--- src/rtl/amo_pkg.sv ---
package amo_pkg;

    typedef enum logic [1:0] {
        OP_TAS  = 2'd0,
        OP_XCHG = 2'd1,
        OP_LR   = 2'd2,
        OP_SC   = 2'd3
    } amo_op_e;

    typedef enum logic [2:0] {
        S_IDLE,
        S_READ,
        S_EVAL,
        S_COMMIT,
        S_RESP
    } amo_state_e;

endpackage

--- src/rtl/amo_rr_arb.sv ---
module amo_rr_arb #(
    parameter int N   = 4,
    parameter int IDW = 2
) (
    input  logic           clk,
    input  logic           rst_n,
    input  logic [N-1:0]   req,
    input  logic           advance,
    output logic [N-1:0]   grant,
    output logic [IDW-1:0] grant_id
);

    logic [IDW-1:0] last_q;
    logic           found;

    // search starts one past the last winner and wraps
    always_comb begin
        grant    = '0;
        grant_id = '0;
        found    = 1'b0;
        for (int k = 1; k <= N; k++) begin
            int idx;
            idx = int'(last_q) + k;
            if (idx >= N) idx = idx - N;
            if (!found && req[idx]) begin
                found      = 1'b1;
                grant[idx] = 1'b1;
                grant_id   = IDW'(idx);
            end
        end
    end

    always_ff @(posedge clk) begin
        if (!rst_n)       last_q <= IDW'(N - 1);
        else if (advance) last_q <= grant_id;
    end

endmodule

--- src/rtl/amo_resv_tbl.sv ---
module amo_resv_tbl #(
    parameter int N   = 4,
    parameter int AW  = 4,
    parameter int IDW = 2
) (
    input  logic                  clk,
    input  logic                  rst_n,
    input  logic                  set_en,
    input  logic                  clr_own_en,
    input  logic                  wr_en,
    input  logic [IDW-1:0]        own_id,
    input  logic [AW-1:0]         addr,
    output logic [N-1:0]          rv,
    output logic [N-1:0][AW-1:0]  ra
);

    always_ff @(posedge clk) begin
        if (!rst_n) begin
            rv <= '0;
            ra <= '0;
        end else begin
            for (int g = 0; g < N; g++) begin
                if (IDW'(g) == own_id) begin
                    if (set_en) begin
                        rv[g] <= 1'b1;
                        ra[g] <= addr;
                    end else if (clr_own_en) begin
                        rv[g] <= 1'b0;
                    end
                end else if (wr_en && rv[g] && (ra[g] == addr)) begin
                    rv[g] <= 1'b0;
                end
            end
        end
    end

endmodule

--- src/rtl/amo_sram.sv ---
module amo_sram #(
    parameter int DW = 32,
    parameter int AW = 4
) (
    input  logic          clk,
    input  logic          rst_n,
    input  logic          re,
    input  logic          we,
    input  logic [AW-1:0] addr,
    input  logic [DW-1:0] wdata,
    output logic [DW-1:0] rdata
);

    localparam int DEPTH = 1 << AW;

    logic [DW-1:0] mem_q [DEPTH];

    always_ff @(posedge clk) begin
        if (!rst_n) begin
            for (int i = 0; i < DEPTH; i++) mem_q[i] <= '0;
            rdata <= '0;
        end else begin
            if (we) mem_q[addr] <= wdata;
            if (re) rdata <= mem_q[addr];
        end
    end

endmodule

--- src/rtl/amo_unit.sv ---
module amo_unit
    import amo_pkg::*;
#(
    parameter int N  = 4,
    parameter int DW = 32,
    parameter int AW = 4
) (
    input  logic                  clk,
    input  logic                  rst_n,
    input  logic [N-1:0]          req_valid,
    output logic [N-1:0]          req_ready,
    input  logic [N-1:0][1:0]     req_op,
    input  logic [N-1:0][AW-1:0]  req_addr,
    input  logic [N-1:0][DW-1:0]  req_wdata,
    input  logic [N-1:0][DW-1:0]  req_cmp,
    output logic [N-1:0]          rsp_valid,
    output logic [DW-1:0]         rsp_data,
    output logic                  rsp_ok
);

    localparam int IDW = (N > 1) ? $clog2(N) : 1;

    amo_state_e     state_q, state_d;
    logic [N-1:0]   grant;
    logic [IDW-1:0] grant_id;
    logic           accept;
    logic           busy;

    logic [IDW-1:0] own_q;
    amo_op_e        op_q;
    logic [AW-1:0]  addr_q;
    logic [DW-1:0]  wdata_q;
    logic [DW-1:0]  cmp_q;
    logic [DW-1:0]  result_q;
    logic           ok_q;
    logic           dowr_q;

    logic [DW-1:0]  mem_rdata;
    logic           mem_re;
    logic           mem_we;

    logic [N-1:0]         rv;
    logic [N-1:0][AW-1:0] ra;
    logic           resv_set;
    logic           resv_clr;
    logic           ev_wr;
    logic           ev_ok;
    logic           sc_hit;

    assign accept = (state_q == S_IDLE) && (|req_valid);

    amo_rr_arb #(.N(N), .IDW(IDW)) u_arb (
        .clk      (clk),
        .rst_n    (rst_n),
        .req      (req_valid),
        .advance  (accept),
        .grant    (grant),
        .grant_id (grant_id)
    );

    amo_sram #(.DW(DW), .AW(AW)) u_mem (
        .clk   (clk),
        .rst_n (rst_n),
        .re    (mem_re),
        .we    (mem_we),
        .addr  (addr_q),
        .wdata (wdata_q),
        .rdata (mem_rdata)
    );

    amo_resv_tbl #(.N(N), .AW(AW), .IDW(IDW)) u_resv (
        .clk        (clk),
        .rst_n      (rst_n),
        .set_en     (resv_set),
        .clr_own_en (resv_clr),
        .wr_en      (mem_we),
        .own_id     (own_q),
        .addr       (addr_q),
        .rv         (rv),
        .ra         (ra)
    );

    // state register
    always_ff @(posedge clk) begin
        if (!rst_n) state_q <= S_IDLE;
        else        state_q <= state_d;
    end

    // transitions
    always_comb begin
        state_d = state_q;
        unique case (state_q)
            S_IDLE:   if (accept) state_d = S_READ;
            S_READ:   state_d = S_EVAL;
            S_EVAL:   state_d = S_COMMIT;
            S_COMMIT: state_d = S_RESP;
            S_RESP:   state_d = S_IDLE;
            default:  state_d = S_IDLE;
        endcase
    end

    // operation decision on the word just read
    assign sc_hit = rv[own_q] && (ra[own_q] == addr_q);

    always_comb begin
        ev_wr = 1'b0;
        ev_ok = 1'b0;
        unique case (op_q)
            OP_TAS: begin
                ev_wr = (mem_rdata == '0);
                ev_ok = ev_wr;
            end
            OP_XCHG: begin
                ev_wr = (cmp_q == '0);
                ev_ok = ev_wr;
            end
            OP_LR: begin
                ev_wr = 1'b0;
                ev_ok = 1'b1;
            end
            OP_SC: begin
                ev_wr = sc_hit;
                ev_ok = sc_hit;
            end
            default: begin
                ev_wr = 1'b0;
                ev_ok = 1'b0;
            end
        endcase
    end

    // request capture and result registers
    always_ff @(posedge clk) begin
        if (!rst_n) begin
            own_q    <= '0;
            op_q     <= OP_TAS;
            addr_q   <= '0;
            wdata_q  <= '0;
            cmp_q    <= '0;
            result_q <= '0;
            ok_q     <= 1'b0;
            dowr_q   <= 1'b0;
        end else begin
            if (accept) begin
                own_q   <= grant_id;
                op_q    <= amo_op_e'(req_op[grant_id]);
                addr_q  <= req_addr[grant_id];
                wdata_q <= req_wdata[grant_id];
                cmp_q   <= req_cmp[grant_id];
            end
            if (state_q == S_EVAL) begin
                result_q <= mem_rdata;
                ok_q     <= ev_ok;
                dowr_q   <= ev_wr;
            end
        end
    end

    // outputs
    always_comb begin
        req_ready = '0;
        rsp_valid = '0;
        mem_re    = 1'b0;
        mem_we    = 1'b0;
        resv_set  = 1'b0;
        resv_clr  = 1'b0;
        busy      = 1'b1;
        unique case (state_q)
            S_IDLE: begin
                busy      = 1'b0;
                req_ready = grant;
            end
            S_READ:   mem_re = 1'b1;
            S_EVAL:   ;
            S_COMMIT: begin
                mem_we   = dowr_q;
                resv_set = (op_q == OP_LR);
                resv_clr = (op_q == OP_SC);
            end
            S_RESP: begin
                for (int i = 0; i < N; i++)
                    rsp_valid[i] = (own_q == IDW'(i));
            end
            default: busy = 1'b1;
        endcase
    end

    assign rsp_data = result_q;
    assign rsp_ok   = ok_q;

endmodule

--- config.mk ---
export PLATFORM = sky130hd
export DESIGN_NAME = amo_unit
export DESIGN_NICKNAME = d
export VERILOG_FILES = /design/src/rtl/amo_pkg.sv /design/src/rtl/amo_rr_arb.sv /design/src/rtl/amo_resv_tbl.sv /design/src/rtl/amo_sram.sv /design/src/rtl/amo_unit.sv
export SDC_FILE = /design/constraint.sdc
export NUM_CORES = 1
export LEC_CHECK = 0
export BUFFER_PORTS_ARGS = -buffer_cell sky130_fd_sc_hd__buf_2
export CAP_MARGIN = 40
export CORE_MARGIN = 2
export CORE_UTILIZATION = 44
export DETAILED_ROUTE_END_ITERATION = 10
export PLACE_DENSITY = 0.58
export SYNTH_ARGS = -nofsm -noshare
export SYNTH_HDL_FRONTEND = slang
export SYNTH_SLANG_ARGS = --single-unit
export TNS_END_PERCENT = 10
--- constraint.sdc ---
create_clock -name clk -period 11.8 [get_ports clk]
set_input_delay 1.77 -clock clk [delete_from_list [all_inputs] [get_ports clk]]
set_output_delay 1.77 -clock clk [all_outputs]
set_load 0.05 [all_outputs]
==> results.ini <==
[finish]
final_common_cell = and2_1
multi_input_comb_area_sq_mm = 0.0126
final_cell_mix = and2_1 (515), edfxtp_1 (512), buf_2 (326), nand2_1 (219), mux4_2 (168)
fillCellCount = 6165
ff_latch_area_sq_mm = 0.0187
nets = 2975
drive_above_1_share_pct = 27.5
instances_no_fill = 3699
areaGrowthSynthToFinish_pct = 16.3

[sta]
fmax_mhz = 180
fin_ws_ps = 6240
min_period_ps = 5560
relSlewSlack_pct = 35.6
whs_ps = 450
hold_viol = 0
maxSlewViolCount = 0
worst_pin_slew_ps = 966
setup_viol = 0
fin_setup_tns_ps = 0
rsz0062_at_grt = no
min_period_over_period_pct = 47.1
fin_skew_ps = 22.7

[logic_synthesis]
synth.area.top_cells = edfxtp_1 (48%), mux4_2 (12%), dfxtp_1 (10%), and2_1 (10%), and3_1 (2.8%)
avgSynthCellArea_sq_um = 13.0
syn_nets = 2748
syn_area_sq_mm = 0.0320
synth_seq_cells = 675
seq_area_frac_synth_pct = 58.3
synthCells = 2454
synth-main-ff-cell = edfxtp_1
yosysTopAreaCell = edfxtp_1
synth_edf_count = 512
ys_types = 56
yosysTopAreaCellShare_pct = 48.1
ys_warn_count = 0
ys_async_sr_fraction_pct = 0

[grt]
grt_usage_pct = 25.2
grt_max_degree = 113
grt_pass1_wl_mm = 139
grt_pass1_vias = 21257
top_usage_layer = met2
met1_usage_pct = 34.7
use_met3_pct = 3.25
antenna_found_initial = 5
grt_overflow = 0
met2_usage_pct = 42.7

[clock_network]
clock-sinks = 675
cts_resized = 0
htreeDepth = 3
cts_tree = built
cts_setup_buffers = 0
clk_transition_reported_paths_ps = 60
root_buffer = clkbuf_16
clk_latency_ps = 630
hold_buffers = 0
clockBufferDepth = 3
cts_buffers = 77

[critical_path]
crit_path_frequent_cell = nor2_1
ff2ff_path_depth = 10
worstSetupPathDepth = 8
worstSetupEndpointType = primary output
crit_family = flip-flops
worstPathRequired_ps = 10030
crit_path_start_kind = flop
path_cells = inv_1 > ha_1 > mux4_2 > nor2_1 > o21a_1 > a221oi_1 > nor2_1 > buf_2
crit_buf_inv = 2
worstPathArrival_ps = 3790
crit_fanout = 15
crit_type = reg -> out
crit_slowest_cell = dfxtp_1
max_stage_delay_ps = 770

[placed_design]
dpl_worst_slack_ps = 6560
hpwl_mm = 59.6
io_buffers = 326
place_congestion = 0.883
post-place-cells = 3551

[die]
io_pins = 327
die-area_sq_mm = 0.0748
die_x_um = 274
core_area_sq_mm = 0.0717
row_count = 98
initial_core_util_pct = 44.6
die_height_um = 274

[route]
vias = 21324
first_pass_iters = 5
viasPerCell = 5.76
first_iter_violations = 2099
wl_per_cell_um = 25.7
drtAntennaViolNets = 0
routed_wl_mm = 94.9
drc = 0

[power]
p_leak_uw = 0.0139
powerDensity_mw_per_mm2 = 211
peakVddDrop_mv = 0.147

[run_status]
status = completed

[hold_path]
whs_path_depth = 2
hp-class = reg -> reg

[run]
max_cap_viol_count = 0

[final cells by class]
class | count | share of cell area (%)
clock buffer | 113 | 5.90
timing repair buffer | 385 | 6.37
tap | 950 | 3.20
sequential | 675 | 50.1
clock inverter | 30 | 0.498
antenna | 4 | 0.0269
inverter | 5 | 0.0505
multi-input combinational | 1537 | 33.8
[synthesized netlist by cell type (2+ instances only)]
cell,instances
and2_1,515
edfxtp_1,512
nand2_1,220
clkbuf_1,177
mux4_2,168
dfxtp_1,163
and3_1,141
a211oi_1,95
a21oi_1,76
o31ai_1,71
a211oi_2,47
nor2_1,46
o21ai_0,28
buf_2,22
buf_6,17
nor4_1,16
buf_1,15
xor2_1,13
nand2b_1,11
nor3_1,11
nand4_1,9
ha_1,8
xnor2_1,8
mux2i_1,6
a31oi_1,5
buf_4,5
or3_1,5
a221oi_1,4
a22oi_1,4
inv_1,4
a221o_1,2
a32oi_1,2
and4_1,2
mux2_2,2
o211ai_1,2
or4_1,2
[stage by stage]
step                total power (uW)  cell area (sq um)  util [%]
floorplan                       4750              32000         -
global placement                5520              34400      47.9
detailed placement              5610              34800      48.5
CTS                             7880              37200      51.8
global route                    8180              37200      51.8
finish                          7850              37200      51.9
[worst paths after layout]
path / startpoint / to / slack, ps
max: u_arb.last_q[0]$_SDFFE_PN1P_ / req_ready[3] / 6240
min: rsp_data[16]$_SDFFE_PN0N_ / rsp_data[16]$_SDFFE_PN0N_ / 450
max reg2reg: u_arb.last_q[0]$_SDFFE_PN1P_ / cmp_q[27]$_SDFFE_PN0P_ / 6970
min reg2reg: rsp_data[16]$_SDFFE_PN0N_ / rsp_data[16]$_SDFFE_PN0N_ / 450
[worst min-delay path, stage by stage (launching register included)]
cell	delay, ps
dfxtp_1	300
nand2_1	50
a21oi_1	50
[state kept, by name, summed over array words and instances, names as in the netlist, 2 cells and up]
| register | count |
|---|---|
| addr_q | 4 |
| cmp_q | 32 |
| op_q | 2 |
| own_q | 2 |
| rsp_data | 32 |
| state_q | 3 |
| u_arb.last_q | 2 |
| u_mem.mem_q | 512 |
| u_mem.rdata | 32 |
| u_resv.ra | 16 |
| u_resv.rv | 4 |
| wdata_q | 32 |
[kinds of logic (layout without fill, tap and decap cells)]
group	Yosys count	after routing	share of synthesized area [%]
AO/OA/AOI/OAI	343	343	8.02
AND/OR/NAND/NOR	989	989	17.3
buffers and inverters	242	533	3.39
XOR/XNOR	21	21	0.575
adder cells (fa/ha/maj)	8	8	0.313
other	0	4	0
flip-flops	675	675	58.3
multiplexers	176	176	12.1
[routing by layer]
layer,share of wire (%),up-vias,routed length (um)
met5,0.014,-,13
met4,1.7,2,1620
met3,5.6,112,5310
met2,50,697,47800
met1,42,10966,40200
li1,-,9547,-
[where the power goes]
part / internal [uW] / switching (uW) / total [uW]
clock: 1310 / 962 / 2280
combinational: 1010 / 1440 / 2450
sequential: 2750 / 373 / 3130
total: 5080 / 2780 / 7850
(Power assumes the default switching activity.)
